$ cat src/rtl/nor_byte_prog.sv
module nor_byte_prog #(
  parameter int ADDR_W   = 20,
  parameter int POLL_MAX = 10000
) (
  input  logic              clk,
  input  logic              rst_n,
  input  logic              req,
  input  logic [ADDR_W-1:0] req_addr,
  input  logic [7:0]        req_data,
  output logic              ack,
  output logic [1:0]        status,
  output logic              fl_valid,
  output logic              fl_we,
  output logic [ADDR_W-1:0] fl_addr,
  output logic [7:0]        fl_wdata,
  input  logic              fl_ready,
  input  logic [7:0]        fl_rdata
);
  localparam int CW = $clog2(POLL_MAX + 1);
  localparam logic [1:0] ST_OK = 2'd0, ST_WARN = 2'd1, ST_INT = 2'd2, ST_PROG = 2'd3;

  typedef enum logic [1:0] {S_IDLE, S_PEEK, S_CMD, S_POLL} st_t;

  st_t               st;
  logic [ADDR_W-1:0] addr_q;
  logic [7:0]        data_q;
  logic [1:0]        step;
  logic              z2o;
  logic [7:0]        hist [4];
  logic [CW-1:0]     cnt;

  wire [CW-1:0] cnt_n = cnt + 1'b1;
  wire [7:0]    prev  = hist[cnt[1:0] - 2'd1];
  wire [7:0]    diag  = hist[cnt[1:0] - 2'd2];
  wire          settle = (cnt_n >= CW'(3)) && (fl_rdata == prev);
  wire          stop   = settle || (cnt_n >= CW'(POLL_MAX));

  assign fl_valid = (st != S_IDLE);
  assign fl_we    = (st == S_CMD);

  always_comb begin
    fl_addr  = addr_q;
    fl_wdata = 8'h00;
    if (st == S_CMD) begin
      case (step)
        2'd0: begin fl_addr = ADDR_W'(12'h555); fl_wdata = 8'hAA; end
        2'd1: begin fl_addr = ADDR_W'(12'h2AA); fl_wdata = 8'h55; end
        2'd2: begin fl_addr = ADDR_W'(12'h555); fl_wdata = 8'hA0; end
        default: begin fl_addr = addr_q; fl_wdata = data_q; end
      endcase
    end
  end

  always_ff @(posedge clk or negedge rst_n) begin
    if (!rst_n) begin
      st     <= S_IDLE;
      addr_q <= '0;
      data_q <= '0;
      step   <= '0;
      z2o    <= 1'b0;
      cnt    <= '0;
      ack    <= 1'b0;
      status <= ST_OK;
      for (int i = 0; i < 4; i++) hist[i] <= '0;
    end else begin
      ack <= 1'b0;
      case (st)
        S_IDLE: if (req) begin
          addr_q <= req_addr;
          data_q <= req_data;
          st     <= S_PEEK;
        end
        S_PEEK: if (fl_ready) begin
          if (fl_rdata == data_q) begin
            ack    <= 1'b1;
            status <= ST_OK;
            st     <= S_IDLE;
          end else begin
            z2o  <= |(~fl_rdata & data_q);
            step <= 2'd0;
            st   <= S_CMD;
          end
        end
        S_CMD: if (fl_ready) begin
          step <= step + 2'd1;
          if (step == 2'd3) begin
            cnt <= '0;
            st  <= S_POLL;
          end
        end
        S_POLL: if (fl_ready) begin
          hist[cnt[1:0]] <= fl_rdata;
          cnt <= cnt_n;
          if (stop) begin
            ack <= 1'b1;
            st  <= S_IDLE;
            if (fl_rdata == data_q) status <= z2o ? ST_WARN : ST_OK;
            else                    status <= diag[5] ? ST_INT : ST_PROG;
          end
        end
        default: st <= S_IDLE;
      endcase
    end
  end
endmodule

$ cat config.mk
export PLATFORM = sky130hd
export DESIGN_NAME = nor_byte_prog
export DESIGN_NICKNAME = d
export VERILOG_FILES = /design/src/rtl/nor_byte_prog.sv
export SDC_FILE = /design/constraint.sdc
export NUM_CORES = 1
export LEC_CHECK = 0
export ABC_AREA = 1
export CAP_MARGIN = 10
export CORE_ASPECT_RATIO = 1.25
export CORE_MARGIN = 5
export CORE_UTILIZATION = 40
export DETAILED_ROUTE_END_ITERATION = 10
export DONT_BUFFER_PORTS = 1
export HOLD_SLACK_MARGIN = 0.1
export SLEW_MARGIN = 5
export SYNTH_ARGS = -nofsm -noshare
export SYNTH_HDL_FRONTEND = slang
export SYNTH_SLANG_ARGS = --single-unit
$ cat constraint.sdc
create_clock -name clk -period 5.6 [get_ports clk]
set_input_delay 1.68 -clock clk [delete_from_list [all_inputs] [get_ports clk]]
set_output_delay 1.68 -clock clk [all_outputs]
set_load 0.01 [all_outputs]
==> load_flow_metrics.sql, run 1 <==
INSERT INTO impl_metrics (metric_group, metric, value, unit) VALUES
('yosys', 'synth.yosys.seq_area_share', '46.31', '%'),
('clocking', 'clk_path_buf_depth', '2', ''),
('power_and_ir_drop', 'net-switching-power', '1198', 'uW'),
('floorplanning', 'die_y', '127.7', 'um'),
('routing', 'detail_route.wirelength', '10450', 'um'),
('timing', 'rsz0062_at_grt', 'no', ''),
('routing', 'met3_wirelength', '498', 'um'),
('timing', 'timing.setup.tns', '0', 'ps'),
('timing', 'actual_transition_at_the_worst_max_transition_pin', '1018', 'ps'),
('timing', 'finalSetupViolations', '0', ''),
('global_routing', 'grt.overflow.total', '0', ''),
('timing', 'post_route_fraction_of_the_period_consumed_by_the_critical_path', '69.57', '%'),
('yosys', 'dominant_cell_by_count_in_the_synthesized_netlist', 'sky130_fd_sc_hd__nand2_1', ''),
('worst_setup_path', 'worst_path_largest_cell_delay', '450', 'ps'),
('global_routing', 'grt_start_max_net_pins', '83', ''),
('worst_hold_path', 'critical_hold_path_startpoint', 'hist[4]$_DFFE_PN0P_', ''),
('timing', 'maxClockFrequency', '256.7', 'MHz'),
('yosys', 'synth_top_cells_by_count', '200 x sky130_fd_sc_hd__nand2_1, 82 x sky130_fd_sc_hd__dfrtp_1, 45 x sky130_fd_sc_hd__inv_1', ''),
('yosys', 'synth.lib_cells_used.distinct', '26', ''),
('clocking', 'number_of_setup_buffers_added_after_cts', '0', ''),
('placed_design', 'place.gp.congestion', '0.8402', ''),
('yosys', 'postSynthRegisterBits', '82', ''),
('cells_and_area', 'post-route-util', '44.38', '%'),
('yosys', 'post_syn_instances', '566', ''),
('worst_setup_path', 'timing.reg2reg.worst_path_depth', '15', ''),
('power_and_ir_drop', 'p_clk_share', '23.4', '%'),
('cells_and_area', 'design.final.nets', '616', ''),
('global_routing', 'antenna_violations_before_repair', '0', ''),
('timing', 'timing.final.ws_setup', '1704', 'ps'),
('worst_hold_path', 'min_delay_worst_endpoint', 'hist[4]$_DFFE_PN0P_', ''),
('routing', 'avgRoutedWirePerCell', '14.95', 'um'),
('power_and_ir_drop', 'switching_power_share_of_the_total', '41.05', '%'),
('clocking', 'cts_buffers', '9', ''),
('floorplanning', 'initial_core_util', '40.37', '%'),
('yosys', 'synth_top_cells_by_area', 'sky130_fd_sc_hd__dfrtp_1 46%, sky130_fd_sc_hd__nand2_1 17%, sky130_fd_sc_hd__o21ai_0 4.9%', ''),
('clocking', 'tritoncts', 'built', ''),
('yosys', 'synth.top_cell.area_share', '46.31', '%'),
('yosys', 'synth_flop_cell', 'sky130_fd_sc_hd__dfrtp_1', ''),
('global_routing', 'grt_pass1_wl', '17460', 'um'),
('timing', 'finalCriticalPeriod', '3896', 'ps'),
('placed_design', 'dp_area', '0.004529', 'mm^2'),
('worst_hold_path', 'worst_hold_path_depth', '2', ''),
('routing', 'drc_errors', '0', ''),
('clocking', 'htreeDepth', '3', ''),
('power_and_ir_drop', 'vdd_ir_drop_max', '0.0002883', 'V'),
('clocking', 'cts-hold-fix-buffers', '0', ''),
('timing', 'finalClockSkew', '8.474', 'ps'),
('cells_and_area', 'area_delta_synth_final', '9.941', '%'),
('timing', 'slew_viol_final', '0', ''),
('worst_setup_path', 'ordered_list_of_cells_on_the_worst_path', 'nor2_1, inv_1, nor2_1, buf_4, inv_1, o21ai_0', ''),
('power_and_ir_drop', 'combinationalPowerShare', '40.3', '%'),
('clocking', 'clk_pin_slew', '60', 'ps'),
('timing', 'timing.max_slew.rel_slack', '31.70', '%'),
('worst_setup_path', 'worst-endpoint-required', '3920', 'ps'),
('worst_setup_path', 'critical_path_arrival', '2220', 'ps'),
('placed_design', 'dp.final_hpwl', '7526', 'um'),
('yosys', 'synth.avg_cell_area', '7.828', 'um^2'),
('floorplanning', 'core-area', '0.01098', 'mm^2'),
('cells_and_area', 'design_area', '0.004871', 'mm^2'),
('yosys', 'synth.yosys.warnings', '0', ''),
('global_routing', 'globalRouteTotalUtil', '16.19', '%'),
('clocking', 'cts_resized', '0', ''),
('placed_design', 'post-place-ws', '2055', 'ps'),
('yosys', 'post-synth-top-area-cell', 'sky130_fd_sc_hd__dfrtp_1', ''),
('worst_setup_path', 'crit_type', 'register to output port', ''),
('run_status', 'status', 'finished clean', ''),
('clocking', 'clkSinkCount', '82', ''),
('power_and_ir_drop', 'power_report.internal_total', '1720', 'uW'),
('placed_design', 'numPortBuffers', '0', ''),
('yosys', 'synth_enable_flop_cells', '0', ''),
('timing', 'hold_violations', '0', '');
-- per-stage QoR --
| stage | hold WS [ps] | cells | total power, uW |
|---|---|---|---|
| after global placement | 466.7 | 684 | 2211 |
| after global routing | 503.9 | 699 | 3185 |
| after floorplan | 453.4 | 566 | 1994 |
| after detailed placement | 474.7 | 684 | 2253 |
| after CTS | 489.5 | 699 | 2946 |
| final | 486.4 | 699 | 2918 |
-- how the worst max path moves through the flow --
stage	start	end	slack, ps	cells past startpoint
after floorplan	st[0]$_DFFE_PN0P_	fl_addr[1]	2390	7
after global placement	st[0]$_DFFE_PN0P_	fl_wdata[3]	2120	6
after detailed placement	st[0]$_DFFE_PN0P_	fl_wdata[1]	2060	6
after CTS	st[0]$_DFFE_PN0P_	fl_wdata[1]	1690	6
after global routing	st[0]$_DFFE_PN0P_	fl_wdata[1]	1490	6
final	st[0]$_DFFE_PN0P_	fl_wdata[1]	1700	6
-- logic make-up after synthesis --
family / count (synthesis) / synth area share, %
adders and majority gates: 16 / 4.518
buffers and inverters: 69 / 6.156
AOI/OAI and AO/OA: 73 / 8.755
DFF: 82 / 46.31
muxes: 19 / 4.829
xor gates and xnor gates: 2 / 0.3954
and+or+nand+nor: 305 / 29.03
-- worst max-delay path, delay by kind of cell (launching register included) --
kind / cells / cell delay, ps
compound gates: 1 / 420
buf+inv: 3 / 480
flops: 1 / 450
simple gates: 2 / 530
-- placed cells by master, fill, tap and decap left out --
master,instances
sky130_fd_sc_hd__nand2_1,200
sky130_fd_sc_hd__dfrtp_1,82
sky130_fd_sc_hd__inv_1,45
sky130_fd_sc_hd__o21ai_0,43
sky130_fd_sc_hd__nand3_1,40
sky130_fd_sc_hd__nor2_1,39
sky130_fd_sc_hd__mux2_2,19
sky130_fd_sc_hd__ha_1,16
sky130_fd_sc_hd__a21oi_1,12
sky130_fd_sc_hd__o22ai_1,11
sky130_fd_sc_hd__nand4_1,9
sky130_fd_sc_hd__clkbuf_16,9
sky130_fd_sc_hd__nor2_2,6
sky130_fd_sc_hd__inv_2,5
sky130_fd_sc_hd__o21ai_1,5
sky130_fd_sc_hd__bufinv_16,3
sky130_fd_sc_hd__nand2_4,2
sky130_fd_sc_hd__nand3_2,2
sky130_fd_sc_hd__nor2_4,2
sky130_fd_sc_hd__xor2_1,2
sky130_fd_sc_hd__nor4_1,2
sky130_fd_sc_hd__buf_4,2
sky130_fd_sc_hd__a21oi_2,1
sky130_fd_sc_hd__nand2_2,1
sky130_fd_sc_hd__or2_2,1
sky130_fd_sc_hd__nor3_1,1
sky130_fd_sc_hd__a32o_1,1
sky130_fd_sc_hd__clkinvlp_4,1
sky130_fd_sc_hd__clkinv_2,1
sky130_fd_sc_hd__clkbuf_8,1
-- sequential cells by signal (all words and copies together) (netlist names), named ones only --
signal	cells
hist	32
addr_q	20
cnt	14
data_q	8
status	2
step	2
ack	1
st	1
z2o	1
-- cell type report --
type | count | area, um^2
clock buffers | 10 | 239.0
clock inverters | 5 | 102.6
fillers | 1151 | 6105
inverters | 50 | 187.7
multi-input cells | 415 | 2106
flip-flops and latches | 82 | 2052
well taps | 135 | 168.9
repair buffers | 2 | 15.01
-- power by group through the flow --
stage | Sequential [uW] | Clock [uW] | Combinational [uW]
after CTS | 1060 | 697 | 1190
after floorplan | 986 | 0 | 1010
after global placement | 1060 | 0 | 1150
after global routing | 1090 | 724 | 1370
after detailed placement | 1070 | 0 | 1190
final | 1060 | 684 | 1180
-- metal layers --
metal / vias to the layer above / track usage (%)
li1: 1812 / -
met1: 1685 / 19.15
met2: 75 / 27.18
met3: 23 / 4.433
met4: 0 / 8.003
met5: - / 0
Power figures use the tool's default switching activity.
==> inputs of run 2 (changes only) <==
- clock period: 5.6 -> 4.06 ns (I/O delays scaled with it)
==> run 2 against run 1 <==
Final cell count up 0.29%. Die area unchanged. Total power up 38%. Via count up 0.42%. Routed wire length about the same. Sequential share of layout area unchanged. Count of clock-buffer cells in the layout unchanged. Hold slack worse by 1.8 ps. Utilization unchanged. Sequential cell count unchanged.
==> load_flow_metrics.sql, run 2 (synthesized netlist as in run 1, its figures left out) <==
INSERT INTO impl_metrics (metric_group, metric, value, unit) VALUES
('floorplanning', 'initial_core_util', '40.37', '%'),
('timing', 'finalCriticalPeriod', '3516', 'ps'),
('cells_and_area', 'design.final.nets', '617', ''),
('cells_and_area', 'layout_top_registers', 'hist (32), addr_q (20), cnt (14)', ''),
('routing', 'drt_first_iter_violations', '229', ''),
('routing', 'drc_errors', '0', ''),
('global_routing', 'grt_start_max_net_pins', '83', ''),
('worst_hold_path', 'hold_class', 'register to register', ''),
('worst_setup_path', 'start_kind', 'register', ''),
('cells_and_area', 'post-route-util', '44.38', '%'),
('power_and_ir_drop', 'static_leakage', '0.002395', 'uW'),
('cells_and_area', 'drive_gt1_share', '10.07', '%'),
('worst_setup_path', 'critical_path_arrival', '2300', 'ps'),
('power_and_ir_drop', 'pwr_density_cell', '824.1', 'mW/mm^2'),
('clocking', 'cts-hold-fix-buffers', '0', ''),
('clocking', 'number_of_setup_buffers_added_after_cts', '0', ''),
('worst_setup_path', 'ordered_list_of_cells_on_the_worst_path', 'nor2_1, inv_1, nor2_1, inv_1, o21ai_0', ''),
('clocking', 'clkSinkCount', '82', ''),
('clocking', 'htreeDepth', '3', ''),
('clocking', 'cts_buffers', '9', ''),
('worst_setup_path', 'critical_path.max_fanout', '13', ''),
('global_routing', 'antenna_violations_before_repair', '0', ''),
('worst_setup_path', 'worst-endpoint-required', '2840', 'ps'),
('routing', 'route.vias.total', '3610', ''),
('cells_and_area', 'fillerInstances', '1124', ''),
('cells_and_area', 'final_common_cell', 'sky130_fd_sc_hd__nand2_1', ''),
('worst_setup_path', 'crit_path_buf_inv_count', '2', ''),
('flow_run', 'max_cap_violations', '0', ''),
('timing', 'finalClockSkew', '3.555', 'ps'),
('routing', 'avgViaCountPerCell', '5.150', ''),
('global_routing', 'grt_pass1_wl', '17330', 'um'),
('timing', 'timing.final.ws_setup', '543.9', 'ps'),
('worst_setup_path', 'worst_path_largest_cell_delay', '450', 'ps'),
('worst_setup_path', 'crit_type', 'register to output port', ''),
('cells_and_area', 'layout.area.seq', '0.002052', 'mm^2'),
('placed_design', 'post-place-ws', '892.4', 'ps'),
('placed_design', 'place.gp.congestion', '0.8351', ''),
('floorplanning', 'core-area', '0.01098', 'mm^2'),
('timing', 'finalSetupViolations', '0', ''),
('floorplanning', 'area_of_the_die', '0.01329', 'mm^2'),
('cells_and_area', 'flip_flop_count_of_the_largest_register_all_copies_and_words_added', '32', ''),
('timing', 'timing.setup.tns', '0', 'ps'),
('clocking', 'tritoncts', 'built', ''),
('clocking', 'clock_tree.root_cell', 'sky130_fd_sc_hd__clkbuf_16', ''),
('clocking', 'cts_resized', '0', ''),
('timing', 'post_route_fraction_of_the_period_consumed_by_the_critical_path', '86.60', '%'),
('power_and_ir_drop', 'vdd_ir_drop_max', '0.0004152', 'V'),
('cells_and_area', 'area_delta_synth_final', '9.941', '%'),
('global_routing', 'grt.overflow.total', '0', ''),
('timing', 'timing.max_slew.rel_slack', '28.11', '%'),
('floorplanning', 'floorplan.io_pins', '73', ''),
('clocking', 'clk_path_buf_depth', '2', ''),
('timing', 'rsz0062_at_grt', 'no', ''),
('clocking', 'clk_pin_slew', '60', 'ps'),
('cells_and_area', 'antenna-diode-count', '0', ''),
('timing', 'finalHoldWorstSlack', '484.6', 'ps'),
('timing', 'hold_violations', '0', ''),
('power_and_ir_drop', 'combinationalPowerShare', '41.7', '%'),
('placed_design', 'dp.final_hpwl', '7402', 'um'),
('clocking', 'clk_latency', '330', 'ps'),
('cells_and_area', 'largest_register', 'hist', ''),
('global_routing', 'globalRouteTotalUtil', '15.87', '%'),
('worst_setup_path', 'timing.critical_path.slowest_stage_cell', 'sky130_fd_sc_hd__dfrtp_1', ''),
('global_routing', 'first_global_vias', '3490', ''),
('worst_setup_path', 'timing.reg2reg.setup_slack', '1200', 'ps'),
('power_and_ir_drop', 'power_report.internal_total', '2362', 'uW'),
('cells_and_area', 'multi_input_comb_area', '0.002106', 'mm^2'),
('power_and_ir_drop', 'switching_power_share_of_the_total', '41.15', '%'),
('placed_design', 'numPortBuffers', '0', ''),
('routing', 'antenna_violating_nets_post_route', '0', ''),
('routing', 'avgRoutedWirePerCell', '14.92', 'um'),
('worst_setup_path', 'critPathCaptureType', 'output port', ''),
('timing', 'actual_transition_at_the_worst_max_transition_pin', '1071', 'ps'),
('power_and_ir_drop', 'net-switching-power', '1652', 'uW'),
('worst_setup_path', 'path_delay_family', 'simple AND/OR/NAND/NOR gates', ''),
('timing', 'slew_viol_final', '0', ''),
('floorplanning', 'die_width', '104.1', 'um'),
('run_status', 'status', 'finished clean', ''),
('floorplanning', 'die_y', '127.7', 'um'),
('power_and_ir_drop', 'total_power', '4014', 'uW'),
('power_and_ir_drop', 'pwr-share-seq', '35.4', '%'),
('timing', 'maxClockFrequency', '284.4', 'MHz'),
('power_and_ir_drop', 'p_clk_share', '22.9', '%'),
('routing', 'drtPass1Iterations', '4', ''),
('floorplanning', 'fp_rows', '43', ''),
('routing', 'detail_route.wirelength', '10460', 'um'),
('cells_and_area', 'commonest_cells_after_routing_fill_and_taps_aside', '200 x sky130_fd_sc_hd__nand2_1, 82 x sky130_fd_sc_hd__dfrtp_1, 45 x sky130_fd_sc_hd__inv_1, 43 x sky130_fd_sc_hd__o21ai_0, 40 x sky130_fd_sc_hd__nand3_1', '');
run 2: final timing paths:
kind | from | end | cells after the start
setup reg to reg | cnt[0]$_DFFE_PN0P_ | status[1]$_DFFE_PN0P_ | 16
hold / removal | hist[11]$_DFFE_PN0P_ | hist[11]$_DFFE_PN0P_ | 2
min in group asynchronous | rst_n | hist[24]$_DFFE_PN0P_ | 0
max in group asynchronous | rst_n | cnt[1]$_DFFE_PN0P_ | 0
setup / recovery | st[0]$_DFFE_PN0P_ | fl_wdata[1] | 5
hold reg to reg | hist[11]$_DFFE_PN0P_ | hist[11]$_DFFE_PN0P_ | 2
run 2: metal layers:
layer | global-route usage [%] | routed length [um] | part of all wire (%)
met5 | 0 | 0 | 0
met4 | 5.793 | 144 | 1.4
met3 | 3.174 | 475 | 4.5
met2 | 26.95 | 5260 | 50
met1 | 20.12 | 4578 | 44
run 2: through the flow:
stage	cell area, um^2	std cells
2_1_floorplan	4431	566
3_3_place_gp	4537	685
3_5_place_dp	4537	685
4_1_cts	4871	701
5_1_grt	4871	701
6_report	4871	701
run 2: worst reg2reg max path: stages, from the launching register on:
cell and delay, ps:
sky130_fd_sc_hd__dfrtp_1 320, sky130_fd_sc_hd__buf_4 280, sky130_fd_sc_hd__inv_2 270, sky130_fd_sc_hd__ha_1 590
sky130_fd_sc_hd__inv_2 190, sky130_fd_sc_hd__nand3_1 160, sky130_fd_sc_hd__nand2_1 60, sky130_fd_sc_hd__nand2_1 60
sky130_fd_sc_hd__nand2_1 50, sky130_fd_sc_hd__nor2_1 120, sky130_fd_sc_hd__nand2_1 60, sky130_fd_sc_hd__nor2_1 170
sky130_fd_sc_hd__nand2_1 90, sky130_fd_sc_hd__nand2_2 120, sky130_fd_sc_hd__nand2_4 80, sky130_fd_sc_hd__nand2_1 60
sky130_fd_sc_hd__o21ai_1 60
run 2: power groups by stage:
stage	combinational [uW]	sequential, uW	clock, uW
5_1_grt	1920	1470	971
3_3_place_gp	1640	1420	0
4_1_cts	1690	1420	936
6_report	1670	1420	919
2_1_floorplan	1390	1360	0
3_5_place_dp	1680	1430	0
run 2: area by class of cell:
class / instances / share of cell area [%]
multi-input combinational: 415 / 43.23
timing repair buffer: 3 / 0.4624
clock inverter: 6 / 2.158
sequential: 82 / 42.13
tap: 135 / 3.468
clock buffer: 10 / 4.701
inverter: 50 / 3.853
==> inputs of run 3 (changes only) <==
- clock period: 4.06 -> 3.7 ns (I/O delays scaled with it)
==> run 3 against run 2 <==
Combinational power increased by 11%. Sequential cell count is the same. Hold slack lost 19 ps. Global-route usage increased by 0.43 points. Via count rose by 0.36%. First-iteration DRC count fell by 4.4%. Critical path depth rose by 2. Total power up 7.4%. Clock skew increased by 3.7 ps. Sequential power rose by 9.9%. Final cell count is 0.43% higher. Largest power group unchanged. Die area unchanged.
==> load_flow_metrics.sql, run 3 (synthesized netlist as in run 1, its figures left out) <==
INSERT INTO impl_metrics (metric_group, metric, value, unit) VALUES
('run_status', 'status', 'finished clean', ''),
('cells_and_area', 'layout_top_registers', 'hist (32), addr_q (20), cnt (14)', ''),
('global_routing', 'grt.overflow.total', '0', ''),
('timing', 'rsz0062_at_grt', 'no', ''),
('routing', 'drc_errors', '0', ''),
('cells_and_area', 'design_area', '0.004861', 'mm^2'),
('cells_and_area', 'drive_gt1_share', '10.72', '%'),
('clocking', 'cts_resized', '0', ''),
('cells_and_area', 'final_common_cell', 'sky130_fd_sc_hd__nand2_1', ''),
('worst_setup_path', 'worst-endpoint-required', '2590', 'ps'),
('placed_design', 'dp.final_hpwl', '7589', 'um'),
('cells_and_area', 'commonest_cells_after_routing_fill_and_taps_aside', '200 x sky130_fd_sc_hd__nand2_1, 82 x sky130_fd_sc_hd__dfrtp_1, 45 x sky130_fd_sc_hd__inv_1, 43 x sky130_fd_sc_hd__o21ai_0, 40 x sky130_fd_sc_hd__nand3_1', ''),
('cells_and_area', 'flip_flop_count_of_the_largest_register_all_copies_and_words_added', '32', ''),
('routing', 'drtPass1Iterations', '4', ''),
('worst_setup_path', 'critical_path_arrival', '1910', 'ps'),
('timing', 'actual_transition_at_the_worst_max_transition_pin', '1135', 'ps'),
('worst_setup_path', 'crit_path_end', 'fl_wdata[3]', ''),
('worst_setup_path', 'crit-reg2reg-launch', 'cnt[0]$_DFFE_PN0P_', ''),
('clocking', 'clk_pin_slew', '60', 'ps'),
('placed_design', 'numPortBuffers', '0', ''),
('placed_design', 'dp_area', '0.004559', 'mm^2'),
('worst_setup_path', 'crit-reg2reg-capture', 'status[0]$_DFFE_PN0P_', ''),
('global_routing', 'first_global_vias', '3661', ''),
('power_and_ir_drop', 'net-switching-power', '1830', 'uW'),
('flow_run', 'max_cap_violations', '0', ''),
('cells_and_area', 'area_delta_synth_final', '9.715', '%'),
('floorplanning', 'floorplan.io_pins', '73', ''),
('global_routing', 'globalRouteTotalUtil', '16.30', '%'),
('cells_and_area', 'fillerInstances', '1120', ''),
('worst_setup_path', 'crit_type', 'register to output port', ''),
('timing', 'finalSetupViolations', '0', ''),
('worst_setup_path', 'start_kind', 'register', ''),
('floorplanning', 'area_of_the_die', '0.01329', 'mm^2'),
('power_and_ir_drop', 'pwr_density_cell', '887.1', 'mW/mm^2'),
('clocking', 'cts-hold-fix-buffers', '0', ''),
('clocking', 'cts_buffers', '9', ''),
('clocking', 'clkSinkCount', '82', ''),
('routing', 'antenna_violating_nets_post_route', '0', ''),
('placed_design', 'place.gp.congestion', '0.8089', ''),
('power_and_ir_drop', 'vdd_ir_drop_max', '0.0004516', 'V'),
('timing', 'post_route_fraction_of_the_period_consumed_by_the_critical_path', '81.63', '%'),
('cells_and_area', 'largest_register', 'hist', ''),
('routing', 'drt_first_iter_violations', '219', ''),
('timing', 'finalCriticalPeriod', '3020', 'ps'),
('power_and_ir_drop', 'total_power', '4312', 'uW'),
('timing', 'hold_violations', '0', ''),
('worst_setup_path', 'critical_path.startpoint', 'st[0]$_DFFE_PN0P_', ''),
('power_and_ir_drop', 'power_report.internal_total', '2483', 'uW'),
('global_routing', 'grt_pass1_wl', '17620', 'um'),
('routing', 'avgViaCountPerCell', '5.146', ''),
('routing', 'route.vias.total', '3623', ''),
('clocking', 'number_of_setup_buffers_added_after_cts', '0', ''),
('worst_setup_path', 'ordered_list_of_cells_on_the_worst_path', 'nor2_1, buf_4, inv_1, nor2_1, inv_1, o21ai_0, buf_4', ''),
('worst_setup_path', 'critPathCaptureType', 'output port', ''),
('floorplanning', 'initial_core_util', '40.37', '%'),
('timing', 'maxClockFrequency', '331.1', 'MHz'),
('global_routing', 'antenna_violations_before_repair', '0', ''),
('floorplanning', 'fp_rows', '43', ''),
('floorplanning', 'core-area', '0.01098', 'mm^2'),
('floorplanning', 'die_y', '127.7', 'um'),
('power_and_ir_drop', 'combinationalPowerShare', '42.9', '%'),
('clocking', 'tritoncts', 'built', ''),
('floorplanning', 'die_width', '104.1', 'um'),
('power_and_ir_drop', 'pwr-share-seq', '36.3', '%'),
('power_and_ir_drop', 'p_clk_share', '20.8', '%'),
('timing', 'timing.max_slew.rel_slack', '23.84', '%'),
('timing', 'finalClockSkew', '7.274', 'ps'),
('clocking', 'clock_tree.root_cell', 'sky130_fd_sc_hd__clkbuf_16', ''),
('clocking', 'clk_latency', '340', 'ps'),
('power_and_ir_drop', 'static_leakage', '0.002387', 'uW'),
('worst_setup_path', 'timing.reg2reg.setup_slack', '1150', 'ps'),
('worst_setup_path', 'critical_path.max_fanout', '13', ''),
('worst_setup_path', 'timing.critical_path.slowest_stage_cell', 'sky130_fd_sc_hd__dfrtp_1', ''),
('clocking', 'htreeDepth', '3', ''),
('cells_and_area', 'design.final.nets', '620', ''),
('worst_setup_path', 'timing.reg2reg.worst_path_depth', '14', ''),
('worst_hold_path', 'hold_class', 'primary input to async pin', ''),
('cells_and_area', 'antenna-diode-count', '0', ''),
('timing', 'slew_viol_final', '0', ''),
('global_routing', 'grt_start_max_net_pins', '83', ''),
('routing', 'avgRoutedWirePerCell', '14.80', 'um'),
('clocking', 'clk_path_buf_depth', '2', ''),
('worst_setup_path', 'worst_path_largest_cell_delay', '450', 'ps'),
('power_and_ir_drop', 'switching_power_share_of_the_total', '42.43', '%'),
('timing', 'timing.setup.tns', '0', 'ps'),
('routing', 'detail_route.wirelength', '10420', 'um');
run 3: metal layers:
metal  track usage [%]  routed length, um  part of all wire, %  vias up
met5                 0                  0                    0        -
met4             5.640                197                  1.9        0
met3             5.038                667                  6.4       11
met2             28.04               5267                   51       83
met1             19.35               4290                   41     1693
li1                  -                  -                    -     1836
run 3: worst min-delay path by stage:
stage                              start                     to  cells after the start
global placement     hist[4]$_DFFE_PN0P_    hist[4]$_DFFE_PN0P_                      2
finish                             rst_n   hist[29]$_DFFE_PN0P_                      0
floorplan            hist[0]$_DFFE_PN0P_    hist[0]$_DFFE_PN0P_                      2
CTS                                rst_n  addr_q[9]$_DFFE_PN0P_                      0
detailed placement  hist[18]$_DFFE_PN0P_   hist[18]$_DFFE_PN0P_                      2
global route                       rst_n   hist[18]$_DFFE_PN0P_                      0
run 3: final cells by class:
type                       instances  area, um^2  share of cell area [%]
clock inverter                     7       76.32                   1.570
inverter                          50       187.7                   3.861
timing repair buffer               6       45.04                  0.9266
clock buffer                       9       225.2                   4.633
sequential                        82        2052                   42.21
multi-input combinational        415        2106                   43.32
tap                              135       168.9                   3.475
run 3: power by group through the flow:
stage / combinational [uW] / clock, uW / sequential (uW)
floorplan: 1530 / 0 / 1490
global placement: 1840 / 0 / 1560
detailed placement: 1870 / 0 / 1580
CTS: 1880 / 922 / 1560
global route: 2130 / 962 / 1620
finish: 1850 / 897 / 1560
run 3: critical path, delay by kind of cell (launching register included):
kind | cells | cell delay [ps]
AND/OR/NAND/NOR | 2 | 310
AO/OA/AOI/OAI | 1 | 230
flip-flops | 1 | 450
buffers and inverters | 4 | 580
run 3: per-stage QoR:
step / std cells / hold WS, ps / utilization [%] / worst slack (ps)
after floorplan: 566 / 453.4 / - / 1055
after global placement: 688 / 466.4 / 41.54 / 1002
after detailed placement: 688 / 473.5 / 41.54 / 894.0
after CTS: 704 / 452.3 / 44.29 / 652.5
after global routing: 704 / 447.8 / 44.29 / 492.2
final: 704 / 465.6 / 44.29 / 679.8
